`src/rtl/msr_pkg.sv`:
```
package msr_pkg;

  // Handshake line levels, ordered as they sit in status bits 7:4
  typedef struct packed {
    logic dcd;
    logic ri;
    logic dsr;
    logic cts;
  } modemLines_t;

  // Strobes from the access decoder to the datapath
  typedef struct packed {
    logic wrCtrl;
    logic rdStatus;
    logic selStatus;
  } msrStrobe_t;

  localparam int CTRL_W   = 5;
  localparam int DATA_W   = 8;
  localparam int LINE_W   = 4;
  localparam logic [CTRL_W-1:0] CTRL_RESET = 5'b01000;
  localparam modemLines_t LINES_RESET = '{dcd: 1'b1, ri: 1'b0, dsr: 1'b1, cts: 1'b1};

endpackage

```
`src/rtl/msr_ctrl.sv`:
```
module msr_ctrl
  import msr_pkg::*;
(
  input  logic       regSel,
  input  logic       wrEn,
  input  logic       rdEn,
  output msrStrobe_t strobe
);

  always_comb begin
    strobe.wrCtrl    = wrEn & ~regSel;
    strobe.rdStatus  = rdEn & regSel;
    strobe.selStatus = regSel;
  end

endmodule

```
`src/rtl/msr_datapath.sv`:
```
module msr_datapath
  import msr_pkg::*;
#(
  parameter int SYNC_STAGES = 2
) (
  input  logic               clk,
  input  logic               rstN,
  input  msrStrobe_t         strobe,
  input  logic [DATA_W-1:0]  wrData,
  input  modemLines_t        extLines,
  output logic [DATA_W-1:0]  rdData,
  output logic [CTRL_W-1:0]  ctrlQ,
  output modemLines_t        lineQ,
  output logic [LINE_W-1:0]  deltaQ
);

  localparam int PAD_W = DATA_W - CTRL_W;

  modemLines_t syncOut;
  modemLines_t loopLines;
  modemLines_t srcLines;
  logic [LINE_W-1:0] newDelta;

  // Input synchroniser, depth chosen by parameter
  generate
    if (SYNC_STAGES > 0) begin : g_sync
      logic [SYNC_STAGES-1:0][LINE_W-1:0] syncQ;
      always_ff @(posedge clk or negedge rstN) begin
        if (!rstN) begin
          for (int i = 0; i < SYNC_STAGES; i++) syncQ[i] <= LINES_RESET;
        end else begin
          syncQ[0] <= extLines;
          for (int i = 1; i < SYNC_STAGES; i++) syncQ[i] <= syncQ[i-1];
        end
      end
      assign syncOut = syncQ[SYNC_STAGES-1];
    end else begin : g_nosync
      assign syncOut = extLines;
    end
  endgenerate

  // Loopback routing: OUT2->DCD, OUT1->RI, DTR->DSR, RTS->CTS
  always_comb begin
    loopLines.dcd = ctrlQ[3];
    loopLines.ri  = ctrlQ[2];
    loopLines.dsr = ctrlQ[0];
    loopLines.cts = ctrlQ[1];
    srcLines      = ctrlQ[4] ? loopLines : syncOut;
    newDelta[3]   = lineQ.dcd ^ srcLines.dcd;
    newDelta[2]   = lineQ.ri & ~srcLines.ri;
    newDelta[1]   = lineQ.dsr ^ srcLines.dsr;
    newDelta[0]   = lineQ.cts ^ srcLines.cts;
  end

  always_ff @(posedge clk or negedge rstN) begin
    if (!rstN) begin
      ctrlQ  <= CTRL_RESET;
      lineQ  <= LINES_RESET;
      deltaQ <= '0;
    end else begin
      if (strobe.wrCtrl) ctrlQ <= wrData[CTRL_W-1:0];
      lineQ  <= srcLines;
      deltaQ <= (strobe.rdStatus ? '0 : deltaQ) | newDelta;
    end
  end

  assign rdData = strobe.selStatus ? {lineQ, deltaQ} : {{PAD_W{1'b0}}, ctrlQ};

endmodule

```
`src/rtl/modem_status_unit.sv`:
```
module modem_status_unit
  import msr_pkg::*;
#(
  parameter int SYNC_STAGES = 2
) (
  input  logic       clk,
  input  logic       rstN,
  input  logic       regSel,
  input  logic       wrEn,
  input  logic       rdEn,
  input  logic [7:0] wrData,
  output logic [7:0] rdData,
  input  logic       ctsIn,
  input  logic       dsrIn,
  input  logic       dcdIn,
  input  logic       riIn,
  output logic       dtrOut,
  output logic       rtsOut,
  output logic       out1Out,
  output logic       out2Out,
  output logic       anyDelta
);

  msrStrobe_t        strobe;
  modemLines_t       extLines;
  modemLines_t       lineView;
  logic [CTRL_W-1:0] ctrlView;
  logic [LINE_W-1:0] deltaView;

  assign extLines = '{dcd: dcdIn, ri: riIn, dsr: dsrIn, cts: ctsIn};

  msr_ctrl u_ctrl (
    .regSel (regSel),
    .wrEn   (wrEn),
    .rdEn   (rdEn),
    .strobe (strobe)
  );

  msr_datapath #(.SYNC_STAGES(SYNC_STAGES)) u_dp (
    .clk      (clk),
    .rstN     (rstN),
    .strobe   (strobe),
    .wrData   (wrData),
    .extLines (extLines),
    .rdData   (rdData),
    .ctrlQ    (ctrlView),
    .lineQ    (lineView),
    .deltaQ   (deltaView)
  );

  assign dtrOut   = ctrlView[0];
  assign rtsOut   = ctrlView[1];
  assign out1Out  = ctrlView[2];
  assign out2Out  = ctrlView[3];
  assign anyDelta = |deltaView;

endmodule

```
`config.mk`:
```
export PLATFORM = sky130hd
export DESIGN_NAME = modem_status_unit
export DESIGN_NICKNAME = d
export VERILOG_FILES = /design/src/rtl/msr_pkg.sv /design/src/rtl/msr_ctrl.sv /design/src/rtl/msr_datapath.sv /design/src/rtl/modem_status_unit.sv
export SDC_FILE = /design/constraint.sdc
export NUM_CORES = 1
export LEC_CHECK = 0
export ABC_AREA = 1
export BUFFER_PORTS_ARGS = -buffer_cell sky130_fd_sc_hd__buf_2
export CORE_MARGIN = 2
export CORE_UTILIZATION = 47
export CTS_CLUSTER_SIZE = 8
export DETAILED_ROUTE_END_ITERATION = 10
export GPL_ROUTABILITY_DRIVEN = 0
export GPL_TIMING_DRIVEN = 0
export PLACE_DENSITY_LB_ADDON = 0.2
export SYNTH_ARGS = -nofsm -noshare
export SYNTH_HDL_FRONTEND = slang
export SYNTH_SLANG_ARGS = --single-unit
```
`constraint.sdc`:
```
create_clock -name clk -period 1.2 [get_ports clk]
set_clock_uncertainty 0.15 [all_clocks]
set_input_delay 0.18 -clock clk [delete_from_list [all_inputs] [get_ports clk]]
set_output_delay 0.18 -clock clk [all_outputs]
set_load 0.01 [all_outputs]
```
==> flow_metrics.tcl <==
set metrics [dict create \
    ys_ff_latch 21 \
    syn_area_per_cell_um2 8.77 \
    clock_path_buffers 2 \
    synth_cells 100 \
    core-area_um2 1750 \
    r2r_start "u_dp.ctrlQ[3]" \
    min_period_ns 1.46 \
    drt_pass1_iterations 4 \
    critPathLaunchType "register" \
    place_ws_ns 0.0111 \
    synth_compound_area_share_pct 4.56 \
    leakagePower_nw 0.705 \
    synth_cell_types 12 \
    synthToLayoutAreaGrowth_pct 47.8 \
    grt_pass1_wl_um 2870 \
    cts_tree "yes" \
    grt_start_max_net_pins 22 \
    fin_ws_ns -0.258 \
    clock_latency_ns 0.30 \
    worstSetupPathType "register to output port" \
    ioPinCount 30 \
    via_count 816 \
    peakVddDrop_mv 0.988 \
    htree_levels 1 \
    syn_area_um2 877 \
    synth_simple_gate_area_share_pct 26.0 \
    initial_core_util_pct 50.3 \
    rsz0062_at_grt "yes" \
    crit_family "flip-flops" \
    antenna_found_initial 0 \
    post-synth-top-count-cell "nand2_1" \
    yosys.area.top_type "dfrtp_1" \
    powerDensity_nw_per_um2 1310 \
    syn-num-nets 117 \
    crit_fanout 3 \
    crit_path_end_kind "output port" \
    rows 15 \
    diodes 0 \
    cts_buffers 3 \
    setup_viol 13 \
    wl_per_cell_um 10.7 \
    synth_top_area_share_pct 31.4 \
    drc_errors 0 \
    crit_path_start "u_dp.ctrlQ[3]" \
    crit_chain "inv_2, o21ai_1, buf_2" \
    clk_pin_slew_ns 0.11 \
    clkSinkCount 21 \
    fp.dieArea_um2 2230 \
    ys_seq_area_share_pct 61.3 \
    cp_num_buf_inv 2 \
    synth_common_cells "37 x nand2_1, 12 x inv_1, 11 x dfrtp_1, 11 x nand3_1, 10 x dfstp_2" \
    route.met2.wl_um 903 \
    worstHoldStart "rdEn" \
    max_stage_delay_ns 0.56 \
    root_buffer "clkbuf_4" \
    multi_input_area_um2 272 \
    slowest_stage "dfstp_2" \
    finalCritPeriodShare_pct 122 \
    topRoutingLayerUsed "met4" \
    die_h_um 47.2 \
    hold_viol 0 \
    fill_cells 148 \
    ys.flop_type "dfrtp_1" \
    seqCellArea_um2 538 \
    wirelength_um 1900 \
    overflow 0 \
    violations "negative setup slack" \
    dpl.hpwl_um 1190 \
    slew_viol_final 0 \
    cp.arrival_ns 1.13 \
    cap_violations 0 \
    synthXorXnorAreaFrac_pct 0 \
    drtIter0Drc 17 \
    drive_gt1_share_pct 39.5 \
    viasPerCell 4.61 \
    ant_nets 0 \
    whs_ns 0.0867 \
    synth-adder-area-share_pct 0 \
    wl_met3_um 103 \
    synth_top_family_by_area "simple AND/OR/NAND/NOR gates" \
    slew-limit-headroom_pct 69.6 \
    crit_required_ns 0.87 \
    synthMuxAreaShare_pct 0 \
    die_w_um 47.2 \
    tightest_slew_ns 0.455 \
    io_buffer_count 26 \
    nets 170 \
    fmax_mhz 686 \
    track_usage_pct 19.1 \
    hold_class "input port to register" \
    run_status "complete, but fails checks" \
    wl_met1_um 857 \
    grt_pass1_vias 657 \
    synth_enable_flop_cells 0 \
    yosys_warnings 0 \
    synth.area.top_cells "dfrtp_1 31%, dfstp_2 30%, nand2_1 16%" \
    async_reset_ff_share_pct 100 \
]
## worst paths after layout
path                                   end  slack, ns  cells past startpoint
max                              rdData[3]      -0.26                      3
min                         u_dp.deltaQ[2]       0.09                      4
max reg2reg                 u_dp.deltaQ[3]       0.06                      4
min reg2reg                u_dp.syncOut[0]       0.21                      0
max in group asynchronous    u_dp.lineQ[3]       0.36                      2
min in group asynchronous    u_dp.ctrlQ[4]       0.20                      2
## stage by stage
step	setup TNS (ns)	util, %	cell area, um^2	std cells	power, mW
finish	-1.77	74.3	1300	177	1.70
global route	-2.52	74.3	1300	177	1.80
detailed placement	0	59.5	1040	151	1.23
floorplan	0	-	877	100	1.09
CTS	-1.88	72.4	1260	174	1.68
global placement	0	59.5	1040	151	1.22
## cell type report
cell class / count / share of cell area (%)
plain buffers: 2 / 1.45
flip-flops and latches: 21 / 41.5
inverters: 14 / 4.63
repair buffers: 48 / 26.9
clock inverters: 1 / 0.386
well taps: 25 / 2.41
clock buffers: 3 / 1.74
multi-input cells: 63 / 20.9
## timing repair
item | CTS | global route
endpoints found under the hold margin | 25 | 0
hold buffers | 11 | 0
cloned | 0 | 0
pin swaps | 4 | 2
resized for setup | 11 | 3
buffers inserted | 8 | 3
setup endpoints to repair | 11 | 13
## cells by family after synthesis
kind of cell / count (synthesis)
and+or+nand+nor: 55
AOI/OAI and AO/OA: 8
DFF: 21
buffers and inverters: 16
## registers in the layout (all words and copies together), names as in the netlist
register / cells
u_dp.lineQ: 4
u_dp.deltaQ: 4
u_dp.syncOut: 4
u_dp.g_sync.syncQ: 4
u_dp.ctrlQ: 5
## worst min-delay path: cells and delay by family
kind	cells	cell delay [ns]
buffers and inverters	1	0.08
and+or+nand+nor	3	0.26
## routing by layer
metal / vias to the layer above / track usage (%)
li1: 410 / -
met1: 376 / 25.9
met2: 26 / 29.3
met3: 4 / 3.46
met4: 0 / 10.0
met5: - / 0
## where the power goes
group	switching (mW)	internal, mW
logic	0.236	0.250
clock network	0.208	0.124
registers	0.0587	0.821
total	0.503	1.19
## placed cells by master (no fill, tap or decap)
cell / n
o21ai_1: 2
buf_6: 6
clkinv_2: 1
o21ai_2: 1
dfstp_2: 10
dfrtp_1: 11
a21oi_1: 4
inv_2: 4
inv_8: 1
nor2_1: 6
dlygate4sd3_1: 11
o21ai_0: 1
nand3_1: 11
buf_4: 10
inv_1: 9
buf_2: 23
nand2_4: 1
clkbuf_4: 3
nand2_1: 37
(Power assumes the default switching activity.)
